`src/rtl/pt_walker_pkg.sv`:
```
package pt_walker_pkg;

    typedef enum logic [2:0] {
        ST_IDLE,
        ST_DIR_REQ,
        ST_DIR_WAIT,
        ST_LEAF_REQ,
        ST_LEAF_WAIT,
        ST_DONE
    } walk_state_t;

    typedef enum logic [1:0] {
        FLT_NONE = 2'd0,
        FLT_LEN  = 2'd1,
        FLT_DIR  = 2'd2,
        FLT_LEAF = 2'd3
    } walk_fault_t;

endpackage

```
`src/rtl/pt_entry_dec.sv`:
```
module pt_entry_dec #(
    parameter int AW      = 32,
    parameter int IDX_W   = 10,
    parameter int OFF_W   = 12,
    parameter int VLD_BIT = 0,
    parameter int PS_BIT  = 7
) (
    input  logic [AW-1:0]                   entry,
    output logic                            ent_valid,
    output logic                            ent_large,
    output logic [AW-OFF_W-1:0]             frame_small,
    output logic [AW-IDX_W-OFF_W-1:0]       frame_large
);
    localparam int LOFF_W = IDX_W + OFF_W;

    always_comb begin
        ent_valid   = entry[VLD_BIT];
        ent_large   = entry[PS_BIT];
        frame_small = entry[AW-1:OFF_W];
        frame_large = entry[AW-1:LOFF_W];
    end
endmodule

```
`src/rtl/pt_addr_gen.sv`:
```
module pt_addr_gen #(
    parameter int AW      = 32,
    parameter int IDX_W   = 10,
    parameter int ESZ_LOG = 2
) (
    input  logic [AW-1:0]    base,
    input  logic [IDX_W-1:0] index,
    output logic [AW-1:0]    addr
);
    localparam int PAD_W = AW - IDX_W - ESZ_LOG;

    always_comb begin
        addr = base + {{PAD_W{1'b0}}, index, {ESZ_LOG{1'b0}}};
    end
endmodule

```
`src/rtl/pt_walk_fsm.sv`:
```
module pt_walk_fsm
    import pt_walker_pkg::*;
(
    input  logic        clk,
    input  logic        rst_n,
    input  logic        req_valid,
    input  logic        len_ok,
    input  logic        mem_rd_ready,
    input  logic        mem_rsp_valid,
    input  logic        ent_valid,
    input  logic        ent_large,
    output walk_state_t state,
    output logic        req_ready,
    output logic        rd_valid,
    output logic        done_valid,
    output logic        accept,
    output logic        dir_take,
    output logic        leaf_take
);
    walk_state_t state_d;

    always_ff @(posedge clk) begin
        if (!rst_n) begin
            state <= ST_IDLE;
        end else begin
            state <= state_d;
        end
    end

    always_comb begin
        state_d = state;
        unique case (state)
            ST_IDLE: begin
                if (req_valid) begin
                    state_d = len_ok ? ST_DIR_REQ : ST_DONE;
                end
            end
            ST_DIR_REQ: begin
                if (mem_rd_ready) begin
                    state_d = ST_DIR_WAIT;
                end
            end
            ST_DIR_WAIT: begin
                if (mem_rsp_valid) begin
                    state_d = (!ent_valid || ent_large) ? ST_DONE : ST_LEAF_REQ;
                end
            end
            ST_LEAF_REQ: begin
                if (mem_rd_ready) begin
                    state_d = ST_LEAF_WAIT;
                end
            end
            ST_LEAF_WAIT: begin
                if (mem_rsp_valid) begin
                    state_d = ST_DONE;
                end
            end
            ST_DONE: begin
                state_d = ST_IDLE;
            end
            default: begin
                state_d = ST_IDLE;
            end
        endcase
    end

    always_comb begin
        req_ready  = (state == ST_IDLE);
        rd_valid   = (state == ST_DIR_REQ) || (state == ST_LEAF_REQ);
        done_valid = (state == ST_DONE);
        accept     = req_ready && req_valid;
        dir_take   = (state == ST_DIR_WAIT) && mem_rsp_valid;
        leaf_take  = (state == ST_LEAF_WAIT) && mem_rsp_valid;
    end

    AST_LARGE_ENDS: assert property (@(posedge clk) disable iff (!rst_n)
        dir_take && ent_valid && ent_large |=> done_valid && !rd_valid);

    AST_BAD_DIR_ENDS: assert property (@(posedge clk) disable iff (!rst_n)
        dir_take && !ent_valid |=> done_valid && !rd_valid);

    AST_DONE_TO_IDLE: assert property (@(posedge clk) disable iff (!rst_n)
        done_valid |=> req_ready);
endmodule

```
`src/rtl/pt_walker.sv`:
```
module pt_walker
    import pt_walker_pkg::*;
#(
    parameter int AW      = 32,
    parameter int IDX_W   = 10,
    parameter int OFF_W   = 12,
    parameter int VLD_BIT = 0,
    parameter int PS_BIT  = 7
) (
    input  logic                 clk,
    input  logic                 rst_n,
    input  logic                 req_valid,
    input  logic [AW-1:0]        req_vaddr,
    input  logic [AW-1:0]        tbl_base,
    input  logic [IDX_W:0]       tbl_len,
    output logic                 req_ready,
    output logic                 mem_rd_valid,
    output logic [AW-1:0]        mem_rd_addr,
    input  logic                 mem_rd_ready,
    input  logic                 mem_rsp_valid,
    input  logic [AW-1:0]        mem_rsp_data,
    output logic                 done_valid,
    output logic [AW-1:0]        done_paddr,
    output logic [1:0]           done_fault
);
    localparam int LOFF_W  = IDX_W + OFF_W;
    localparam int SFR_W   = AW - OFF_W;
    localparam int LFR_W   = AW - LOFF_W;
    localparam int ESZ_LOG = 2;

    walk_state_t       state;
    logic              accept, dir_take, leaf_take, len_ok;
    logic              ent_valid, ent_large;
    logic [SFR_W-1:0]  frame_small;
    logic [LFR_W-1:0]  frame_large;
    logic [AW-1:0]     va_q, base_q, leaf_base_q, paddr_q;
    logic [AW-1:0]     dir_addr, leaf_addr;
    walk_fault_t       fault_q;

    assign len_ok = ({1'b0, req_vaddr[AW-1 -: IDX_W]} < tbl_len);

    pt_walk_fsm u_fsm (
        .clk          (clk),
        .rst_n        (rst_n),
        .req_valid    (req_valid),
        .len_ok       (len_ok),
        .mem_rd_ready (mem_rd_ready),
        .mem_rsp_valid(mem_rsp_valid),
        .ent_valid    (ent_valid),
        .ent_large    (ent_large),
        .state        (state),
        .req_ready    (req_ready),
        .rd_valid     (mem_rd_valid),
        .done_valid   (done_valid),
        .accept       (accept),
        .dir_take     (dir_take),
        .leaf_take    (leaf_take)
    );

    pt_entry_dec #(
        .AW(AW), .IDX_W(IDX_W), .OFF_W(OFF_W), .VLD_BIT(VLD_BIT), .PS_BIT(PS_BIT)
    ) u_dec (
        .entry      (mem_rsp_data),
        .ent_valid  (ent_valid),
        .ent_large  (ent_large),
        .frame_small(frame_small),
        .frame_large(frame_large)
    );

    pt_addr_gen #(.AW(AW), .IDX_W(IDX_W), .ESZ_LOG(ESZ_LOG)) u_dir_addr (
        .base (base_q),
        .index(va_q[AW-1 -: IDX_W]),
        .addr (dir_addr)
    );

    pt_addr_gen #(.AW(AW), .IDX_W(IDX_W), .ESZ_LOG(ESZ_LOG)) u_leaf_addr (
        .base (leaf_base_q),
        .index(va_q[LOFF_W-1:OFF_W]),
        .addr (leaf_addr)
    );

    always_ff @(posedge clk) begin
        if (!rst_n) begin
            va_q        <= '0;
            base_q      <= '0;
            leaf_base_q <= '0;
            paddr_q     <= '0;
            fault_q     <= FLT_NONE;
        end else begin
            if (accept) begin
                va_q    <= req_vaddr;
                base_q  <= tbl_base;
                paddr_q <= '0;
                fault_q <= len_ok ? FLT_NONE : FLT_LEN;
            end
            if (dir_take) begin
                if (!ent_valid) begin
                    fault_q <= FLT_DIR;
                end else if (ent_large) begin
                    paddr_q <= {frame_large, va_q[LOFF_W-1:0]};
                end else begin
                    leaf_base_q <= {frame_small, {OFF_W{1'b0}}};
                end
            end
            if (leaf_take) begin
                if (!ent_valid) begin
                    fault_q <= FLT_LEAF;
                end else begin
                    paddr_q <= {frame_small, va_q[OFF_W-1:0]};
                end
            end
        end
    end

    always_comb begin
        mem_rd_addr = (state == ST_LEAF_REQ) ? leaf_addr : dir_addr;
        done_paddr  = paddr_q;
        done_fault  = fault_q;
    end

    AST_RD_HOLD: assert property (@(posedge clk) disable iff (!rst_n)
        mem_rd_valid && !mem_rd_ready |=> mem_rd_valid && $stable(mem_rd_addr));

    AST_DONE_PULSE: assert property (@(posedge clk) disable iff (!rst_n)
        done_valid |=> !done_valid);

    AST_LEN_FAST: assert property (@(posedge clk) disable iff (!rst_n)
        req_valid && req_ready && ({1'b0, req_vaddr[AW-1 -: IDX_W]} >= tbl_len)
        |=> done_valid && done_fault == 2'd1 && !mem_rd_valid);

    AST_FAULT_ZERO: assert property (@(posedge clk) disable iff (!rst_n)
        done_valid && done_fault != 2'd0 |-> done_paddr == '0);

    AST_NO_RD_IDLE: assert property (@(posedge clk) disable iff (!rst_n)
        req_ready |-> !mem_rd_valid && !done_valid);
endmodule

```
`config.mk`:
```
export PLATFORM = sky130hd
export DESIGN_NAME = pt_walker
export DESIGN_NICKNAME = d
export VERILOG_FILES = /design/src/rtl/pt_walker_pkg.sv /design/src/rtl/pt_entry_dec.sv /design/src/rtl/pt_addr_gen.sv /design/src/rtl/pt_walk_fsm.sv /design/src/rtl/pt_walker.sv
export SDC_FILE = /design/constraint.sdc
export NUM_CORES = 1
export LEC_CHECK = 0
export CORE_MARGIN = 1
export CORE_UTILIZATION = 40
export CTS_BUF_LIST = sky130_fd_sc_hd__clkbuf_16
export CTS_CLUSTER_DIAMETER = 40
export DETAILED_ROUTE_END_ITERATION = 8
export PLACE_DENSITY = 0.79
export SYNTH_ARGS = -nofsm -noshare
export SYNTH_HDL_FRONTEND = slang
export SYNTH_SLANG_ARGS = --single-unit
```
`constraint.sdc`:
```
create_clock -name clk -period 7.8 [get_ports clk]
set_input_delay 1.95 -clock clk [delete_from_list [all_inputs] [get_ports clk]]
set_output_delay 1.95 -clock clk [all_outputs]
set_load 0.01 [all_outputs]
```
After elaboration in Yosys (flattened, before gate mapping)
Cells that the tools add are included.

Add/subtract/negate cells: 2. Magnitude comparators: 1. Equal/unequal tests: 10. Multiplexer cells: 21. Bitwise gates (word level): 1. Reduce and logical (&&, ||, !) cells: 9.

Operators by type and width (number): $mux W32 (7); $add A32 B12 Y32 (2); $mux W3 (7); $pmux W3 S5 (1); $lt A10 B11 Y1 (1); $mux W2 (5); $ne A2 B2 Y1 const B (5); $eq A3 B2 Y1 const B (2); $eq A3 B3 Y1 const B (2); $reduce_and A5 Y1 (1); $eq A3 B1 Y1 const B (1); $logic_and A1 B1 Y1 (3); $logic_not A3 Y1 (1); $reduce_and A3 Y1 (1); $logic_or A1 B1 Y1 (2); $logic_not A1 Y1 (1); $mux W1 (1); $not A1 Y1 (1).

Flip-flop bits (word level): 121. Input port bits: 112. Output and inout port bits: 69. Word-level logic and storage cells: 50.

Depth between registers and ports, before layout
Gate-level depths: netlist of the first run.

Depth after elaboration: 8. Depth in mapped cells: 8. Mapped depth without buffers: 8.

By module
Synthesis of the first run repeated with hierarchy kept, for this count alone.

Cells, all modules: 844. Area, all modules: 7516.0 um^2.

Modules (own cells, without submodules): pt_walker (times used 1, cells each 533, area an instance 5241.3 um^2, sequential area each 2362.3 um^2); pt_addr_gen (times used 2, cells each 121, area an instance 879.6 um^2, sequential area each 0.0 um^2); pt_walk_fsm (times used 1, cells each 37, area an instance 275.3 um^2, sequential area each 60.1 um^2); pt_entry_dec (times used 1, cells each 32, area an instance 240.2 um^2, sequential area each 0.0 um^2).

Worst setup path before layout of the first run
Ideal clock, no wire load.

Path kind: register to output. Start: register base_q[2]. End: output port mem_rd_addr[16]. Arrival time: 2.255 ns. Required time: 5.850 ns. Slack: 3.595 ns. Stages on the path, launching flop included: 9. Path buffers: 0. Cells stage by stage: dfxtp_1 -> ha_1 -> fa_1 -> a211o_1 -> a2111oi_4 -> o21bai_2 -> nand4_1 -> xor2_1 -> a21oi_1.

Cells in the longest elaborated chain, start to end: 2.

RTL lines: start, declared (RTL line pt_walker.sv:36) `logic [AW-1:0] va_q, base_q, leaf_base_q, paddr_q;`; start signal, assigned (RTL line pt_walker.sv:92) `base_q <= tbl_base;`; $add A32 B12 Y32 (RTL line pt_addr_gen.sv:13) `addr = base + {{PAD_W{1'b0}}, index, {ESZ_LOG{1'b0}}};`; $mux W32 (RTL line pt_walker.sv:116) `mem_rd_addr = (state == ST_LEAF_REQ) ? leaf_addr : dir_addr;`; end, declared (RTL line pt_walker.sv:18) `output logic [AW-1:0] mem_rd_addr,`.

Every way passes these cells.

Worst setup path after layout of the first run
Start: register base_q[2]. End: output port mem_rd_addr[22].

Same word-level chain as after synthesis.

==> out/metrics.yaml, run 1 <==
placement:
  dp_worst_setup_slack_ns: 2.78
  port_buffers: 170
  half_perimeter_wire_length_of_the_detailed_placement_result_um: 11500
  globalplace.congestion: 0.858
worst_hold_path:
  whs_endpoint: "done_paddr[2]"
  hold_sp: "va_q[2]"
  hold_path_depth: 2
  min_path_type: "reg -> reg"
critical_path:
  crit_path_max_cell_delay_ns: 0.59
  worstPathCellList: "ha_1, fa_1, a211o_1, a2111oi_4, o21bai_2, nand3_1, xor2_1, a21oi_1, clkdlybuf4s50_1"
  crit_type: "reg -> out"
  worst_r2r_startpoint: "u_fsm.state[1]"
  r2r-end: "done_paddr[29]"
  endpoint_kind: "primary output"
  cp_slowest_cell: "sky130_fd_sc_hd__clkdlybuf4s50_1"
  timing.critical_path.from_type: "flop"
  rr_worst_depth: 6
  max_fanout_on_critical_path: 10
  critical_path_rt_ns: 5.85
  worst-endpoint-arrival_ns: 3.53
  timing.reg2reg.setup_slack_ns: 4.88
clocking:
  tritoncts_clock_tree: "done"
  post-cts-setup-buffers: 0
  cts_max_level: 4
  post_cts_resize_count: 0
  insertion_delay_ns: 0.41
  cts_inserted_buffers: 17
  ctsRootBufferMaster: "sky130_fd_sc_hd__clkbuf_16"
  cts_max_path_buffers: 2
  cts.reportedPaths.clkPinSlew_ns: 0.06
  cts_num_sinks: 121
  postCtsHoldBufs: 0
drt:
  route.detailed.vias_per_inst: 5.18
  route.vias.total: 5699
  detail_route.wl_per_cell_um: 15.3
  drt-initial-drc-count: 350
  ant_nets: 0
  drtPass1Iterations: 5
  drt_drc_violations_left: 0
  routed_wl_um: 16800
die:
  fp.coreArea_sq_um: 14000
  design.portCount: 181
  die_w_um: 123
  core.rowCount: 43
  dieArea_sq_um: 15000
  fp.dieH_um: 123
  start_util_pct: 41.4
timing:
  worst_slew_pin_slew_ns: 1.09
  finalWorstSetupSlack_ns: 2.32
  final_max_slew_viol_count: 0
  maxSlewHeadroom_pct: 27.2
  layout_min_cycle_time_ns: 5.48
  final.setup.tns_ns: 0
  setup_viol_count_final: 0
  hold_slack_ns: 0.450
  final-hold-violation-count: 0
  rsz0062_at_grt: "no"
  skew_ns: 0.00675
  timing.final.crit_share_pct: 70.2
  max_freq_mhz: 183
final_layout:
  ratio_of_cells_with_drive_above_1_in_the_final_layout_pct: 5.54
  syn2layout_area_growth_pct: 40.1
  fin_nets: 1039
  diodes: 0
  final_core_utilization_pct: 58.0
global_routing:
  total_track_usage_pct: 23.0
  grt_antenna_before_repair: 0
  globalRouteOverflowTotal: 0
  maximum_number_of_pins_on_one_net_before_global_route_repair: 89
  met2_usage_pct: 36.4
  met1_usage_pct: 29.3
  grt-busiest-layer: "met2"
  use_met3_pct: 5.72
  grt_first_pass_wirelength_um: 26600
  first_global_vias: 5281
power_and_ir_drop:
  power.density_nw_per_um2: 221
  p_leak_nw: 3.08
  ir_drop_uv: 166
  total_power_mw: 1.80
synth:
  asyncSetResetFlopFracSynth_pct: 0
  avgSynthCellArea_sq_um: 7.58
  syn_inst: 767
  synth_fp_nets: 899
  ys.warnings.count: 0
  synth.cell_area_sq_um: 5820
  synth_top_flop_cell: "sky130_fd_sc_hd__dfxtp_1"
  synth.ff_latch_count: 121
  synth.yosys.seq_area_share_pct: 41.6
  synth_edf_count: 0
  netlist-cell-type-count: 47
job:
  drv_cap: 0
run_status:
  run_status: "complete, no violations"
## power breakdown
group | switching [mW] | internal (mW) | total (mW)
combinational | 0.178 | 0.171 | 0.350
sequential | 0.0358 | 0.657 | 0.693
clock | 0.291 | 0.470 | 0.760
## area by class of cell
| type | count | area [sq um] |
|---|---|---|
| fillers | 1269 | 5890 |
| inverters | 13 | 50.0 |
| clock buffers | 17 | 425 |
| flip-flops and latches | 121 | 2420 |
| multi-input cells | 580 | 3140 |
| well taps | 180 | 225 |
| repair buffers | 174 | 1730 |
| clock inverters | 15 | 151 |
## layout by cell type, fill, tap and decap left out, types with 3 or more instances in the layout
cell and count:
sky130_fd_sc_hd__nand2_1 197, sky130_fd_sc_hd__clkdlybuf4s50_1 170, sky130_fd_sc_hd__a21oi_1 148, sky130_fd_sc_hd__dfxtp_1 121, sky130_fd_sc_hd__nor2_1 49, sky130_fd_sc_hd__nand3_1 29
sky130_fd_sc_hd__ha_1 19, sky130_fd_sc_hd__xor2_1 17, sky130_fd_sc_hd__clkbuf_16 17, sky130_fd_sc_hd__nor3_1 16, sky130_fd_sc_hd__xnor2_1 13, sky130_fd_sc_hd__inv_1 12
sky130_fd_sc_hd__a221oi_1 10, sky130_fd_sc_hd__and3_1 8, sky130_fd_sc_hd__nand4_1 8, sky130_fd_sc_hd__nor2b_1 7, sky130_fd_sc_hd__a21o_1 7, sky130_fd_sc_hd__o21ai_0 6
sky130_fd_sc_hd__and2_1 4, sky130_fd_sc_hd__mux2_2 4, sky130_fd_sc_hd__buf_4 4, sky130_fd_sc_hd__and4_1 3, sky130_fd_sc_hd__a211oi_1 3, sky130_fd_sc_hd__clkinv_1 3
sky130_fd_sc_hd__clkinvlp_4 3, sky130_fd_sc_hd__clkinv_4 3, sky130_fd_sc_hd__inv_6 3
## worst max-delay path by stage
stage	startpoint	end	cells after the start	slack [ns]
after floorplan	base_q[2]	mem_rd_addr[16]	8	3.60
final	base_q[2]	mem_rd_addr[22]	9	2.32
after global placement	base_q[2]	mem_rd_addr[22]	9	2.81
after CTS	base_q[2]	mem_rd_addr[22]	9	2.30
after global routing	base_q[2]	mem_rd_addr[22]	9	2.15
after detailed placement	base_q[2]	mem_rd_addr[22]	9	2.78
## metrics by stage
stage / instances / instance area, sq um
5_1_grt: 1100 / 8150
6_report: 1100 / 8150
4_1_cts: 1100 / 8150
2_1_floorplan: 767 / 5820
3_3_place_gp: 1068 / 7570
3_5_place_dp: 1068 / 7570
## metal layers
layer / wire (um) / share of wire [%]
met5: 0 / 0
met4: 453 / 2.7
met3: 850 / 5.0
met2: 7880 / 47
met1: 7650 / 45
## critical path, delay by kind of cell (launching register included)
family	cells	cell delay, ns
buffers and inverters	1	0.59
DFF	1	0.31
AOI/OAI and AO/OA	4	1.27
adders and majority gates	2	0.68
xor gates and xnor gates	1	0.09
and+or+nand+nor	1	0.16
## state kept, by name, summed over array words and instances, names as in the netlist
name / count
va_q: 32
done_fault: 2
u_fsm.state: 3
base_q: 32
leaf_base_q: 20
done_paddr: 32
## synthesized netlist by cell type (2+ instances only)
cell,count,area (sq um)
sky130_fd_sc_hd__o211ai_1,2,15.0
sky130_fd_sc_hd__nor2_1,49,184
sky130_fd_sc_hd__o21a_1,2,15.0
sky130_fd_sc_hd__a211oi_1,3,22.5
sky130_fd_sc_hd__inv_1,13,48.8
sky130_fd_sc_hd__dfxtp_1,121,2420
sky130_fd_sc_hd__mux2_2,4,45.0
sky130_fd_sc_hd__nor3_1,16,80.1
sky130_fd_sc_hd__and4_1,3,26.3
sky130_fd_sc_hd__nand3b_1,2,15.0
sky130_fd_sc_hd__buf_1,2,7.51
sky130_fd_sc_hd__xor2_1,17,149
sky130_fd_sc_hd__and2_1,5,31.3
sky130_fd_sc_hd__xnor2_1,13,114
sky130_fd_sc_hd__nand3_1,29,145
sky130_fd_sc_hd__a21o_1,7,52.6
sky130_fd_sc_hd__nor4b_2,2,30.0
sky130_fd_sc_hd__a21oi_1,148,741
sky130_fd_sc_hd__clkbuf_1,43,161
sky130_fd_sc_hd__buf_2,8,40.0
sky130_fd_sc_hd__and3_1,8,50.1
sky130_fd_sc_hd__nor4_1,2,12.5
sky130_fd_sc_hd__nand2_1,199,747
sky130_fd_sc_hd__o21ai_0,6,30.0
sky130_fd_sc_hd__a221oi_1,10,87.6
sky130_fd_sc_hd__ha_1,19,238
sky130_fd_sc_hd__nor2b_1,7,43.8
sky130_fd_sc_hd__nand4_1,8,50.1
## cells by family (layout without fill, tap and decap cells)
| family | count (synthesis) | after routing | synth area share [%] |
|---|---|---|---|
| buf+inv | 66 | 219 | 4.43 |
| xor+xnor | 30 | 30 | 4.52 |
| flops | 121 | 121 | 41.6 |
| fa+ha+maj | 20 | 20 | 4.43 |
| simple gates | 336 | 336 | 25.2 |
| mux | 4 | 4 | 0.774 |
| compound gates | 190 | 190 | 19.0 |
No activity file was read; power rests on OpenSTA's default activity.
==> run 2: changes to the inputs <==
==> constraint.sdc (replaced) <==
create_clock -name clk -period 5.4 [get_ports clk]
set_input_delay 1.35 -clock clk [delete_from_list [all_inputs] [get_ports clk]]
set_output_delay 1.35 -clock clk [all_outputs]
set_load 0.01 [all_outputs]
==> run 2 against run 1 <==
Compared with the run above: worst hold slack got worse by 0.0012 ns; first-iteration DRC count grew 26%; sequential power is 44% higher; register-to-register slack worse by 2.4 ns; critical path type unchanged; critical endpoint unchanged.
==> out/metrics.yaml, run 2 (same netlist as run 1, synthesis figures left out) <==
run_status:
  run_status: "complete, no violations"
critical_path:
  endpoint_kind: "primary output"
  crit_path_max_cell_delay_ns: 0.58  # about the same
  timing.critical_path.from_type: "flop"
  crit_type: "reg -> out"
  critical_path_rt_ns: 4.05  # -1.80 ns
  crit_buf_inv: 1  # unchanged
  worst_path_dominant_cell_family: "compound AO/OA/AOI/OAI gates"
  max_fanout_on_critical_path: 10  # unchanged
  cp_slowest_cell: "sky130_fd_sc_hd__clkdlybuf4s50_1"
  worstPathCellList: "ha_1, fa_1, a211o_1, a2111oi_4, o21bai_2, nand3_1, xor2_1, a21oi_1, clkdlybuf4s50_1"
  worst-endpoint-arrival_ns: 3.49  # -0.04 ns
die:
  fp.dieH_um: 123  # unchanged
  start_util_pct: 41.4  # unchanged
  dieArea_sq_um: 15000  # unchanged
  die_w_um: 123  # unchanged
  fp.coreArea_sq_um: 14000  # unchanged
  design.portCount: 181  # unchanged
  core.rowCount: 43  # unchanged
timing:
  layout_min_cycle_time_ns: 4.84
  skew_ns: 0.00486  # -0.00189 ns
  timing.final.crit_share_pct: 89.7
  final_max_slew_viol_count: 0  # unchanged
  worst_slew_pin_slew_ns: 1.10  # +0.0110 ns
  final-hold-violation-count: 0  # unchanged
  max_freq_mhz: 206
  maxSlewHeadroom_pct: 26.4  # -0.74 points
  final.setup.tns_ns: 0  # unchanged
  rsz0062_at_grt: "no"
  setup_viol_count_final: 0  # unchanged
placement:
  globalplace.congestion: 0.877  # +2.2%
  half_perimeter_wire_length_of_the_detailed_placement_result_um: 11400  # -1.1%
  port_buffers: 170  # unchanged
clocking:
  tritoncts_clock_tree: "done"
  insertion_delay_ns: 0.41  # about the same
  post-cts-setup-buffers: 0  # unchanged
  ctsRootBufferMaster: "sky130_fd_sc_hd__clkbuf_16"
  post_cts_resize_count: 0  # unchanged
  cts.reportedPaths.clkPinSlew_ns: 0.06  # about the same
  cts_max_path_buffers: 2  # unchanged
  cts_num_sinks: 121  # unchanged
  postCtsHoldBufs: 0  # unchanged
  cts_max_level: 4  # unchanged
  cts_inserted_buffers: 17  # unchanged
final_layout:
  syn2layout_area_growth_pct: 40.2
  ratio_of_cells_with_drive_above_1_in_the_final_layout_pct: 5.54  # unchanged
  diodes: 0  # unchanged
  fin_nets: 1039  # unchanged
  layout_commonest_cell: "sky130_fd_sc_hd__nand2_1"
  final_core_utilization_pct: 58.1  # +0.062 points
  layout.cells.most_common_list: "sky130_fd_sc_hd__nand2_1, sky130_fd_sc_hd__clkdlybuf4s50_1, sky130_fd_sc_hd__a21oi_1, sky130_fd_sc_hd__dfxtp_1, sky130_fd_sc_hd__nor2_1"
power_and_ir_drop:
  ir_drop_uv: 240  # +44%
  power.density_nw_per_um2: 322  # +45%
  p_leak_nw: 3.09  # +0.26%
drt:
  route.vias.total: 5687  # -0.21%
  detail_route.wl_per_cell_um: 15.1  # -1.6%
  drt_drc_violations_left: 0  # unchanged
  route.detailed.vias_per_inst: 5.17  # -0.21%
  drt-initial-drc-count: 441  # +26%
  routed_wl_um: 16600  # -1.6%
  drtPass1Iterations: 5  # unchanged
  ant_nets: 0  # unchanged
global_routing:
  grt_first_pass_wirelength_um: 26100  # -2.0%
  grt_antenna_before_repair: 0  # unchanged
  globalRouteOverflowTotal: 0  # unchanged
  total_track_usage_pct: 22.6  # -0.38 points
  maximum_number_of_pins_on_one_net_before_global_route_repair: 68  # -24%
  first_global_vias: 5119  # -3.1%
job:
  drv_cap: 0  # unchanged
worst_hold_path:
  min_path_type: "reg -> reg"
-- run 2: area by class of cell --
type	count	area (sq um)
inverter	13	50.0
sequential	121	2420
multi-input combinational	580	3140
fill	1322	5880
clock inverter	15	160
clock buffer	17	425
timing repair buffer	174	1730
tap	180	225
-- run 2: worst paths after layout --
| path | startpoint | to | slack, ns | depth (start not counted) |
|---|---|---|---|---|
| max | base_q[2] | mem_rd_addr[22] | 0.56 | 9 |
| min | va_q[2] | done_paddr[2] | 0.45 | 2 |
| max reg2reg | u_fsm.state[1] | done_paddr[25] | 2.52 | 6 |
| min reg2reg | va_q[2] | done_paddr[2] | 0.45 | 2 |
-- run 2: report_power, final --
| group | switching, mW | total, mW | internal [mW] |
|---|---|---|---|
| clock network | 0.402 | 1.12 | 0.715 |
| registers | 0.0511 | 1.00 | 0.949 |
| logic | 0.258 | 0.505 | 0.247 |
-- run 2: stage by stage --
| stage | hold slack [ns] | area (sq um) | power [mW] | worst slack [ns] | instances |
|---|---|---|---|---|---|
| after detailed placement | 0.442 | 7570 | 1.52 | 0.984 | 1068 |
| after CTS | 0.449 | 8160 | 2.64 | 0.502 | 1100 |
| after global routing | 0.465 | 8160 | 2.74 | 0.344 | 1100 |
| after floorplan | 0.432 | 5820 | 1.28 | 1.80 | 767 |
| after global placement | 0.437 | 7570 | 1.52 | 1.01 | 1068 |
| final | 0.449 | 8160 | 2.62 | 0.555 | 1100 |
-- run 2: routing by layer --
layer	up-vias	GRT usage (%)	part of all wire, %
li1	2893	-	-
met3	32	5.39	5.8
met1	2585	29.3	45
met2	177	35.2	46
met4	0	10.6	2.9
met5	-	0	0
-- run 2: tightest hold or removal path: stages (launching register included) --
cell and delay (ns):
sky130_fd_sc_hd__dfxtp_1 0.30, sky130_fd_sc_hd__nand2_1 0.05, sky130_fd_sc_hd__a21oi_1 0.05
==> run 3: changes to the inputs <==
--- a/config.mk
+++ b/config.mk
@@ -9,6 +9,7 @@
 export CORE_UTILIZATION = 40
 export CTS_BUF_LIST = sky130_fd_sc_hd__clkbuf_16
 export CTS_CLUSTER_DIAMETER = 40
+export CTS_CLUSTER_SIZE = 20
 export DETAILED_ROUTE_END_ITERATION = 8
 export PLACE_DENSITY = 0.79
 export SYNTH_ARGS = -nofsm -noshare
==> results of run 3 <==
Same layout as run 2: the final DEF is identical, and so are final timing and power.
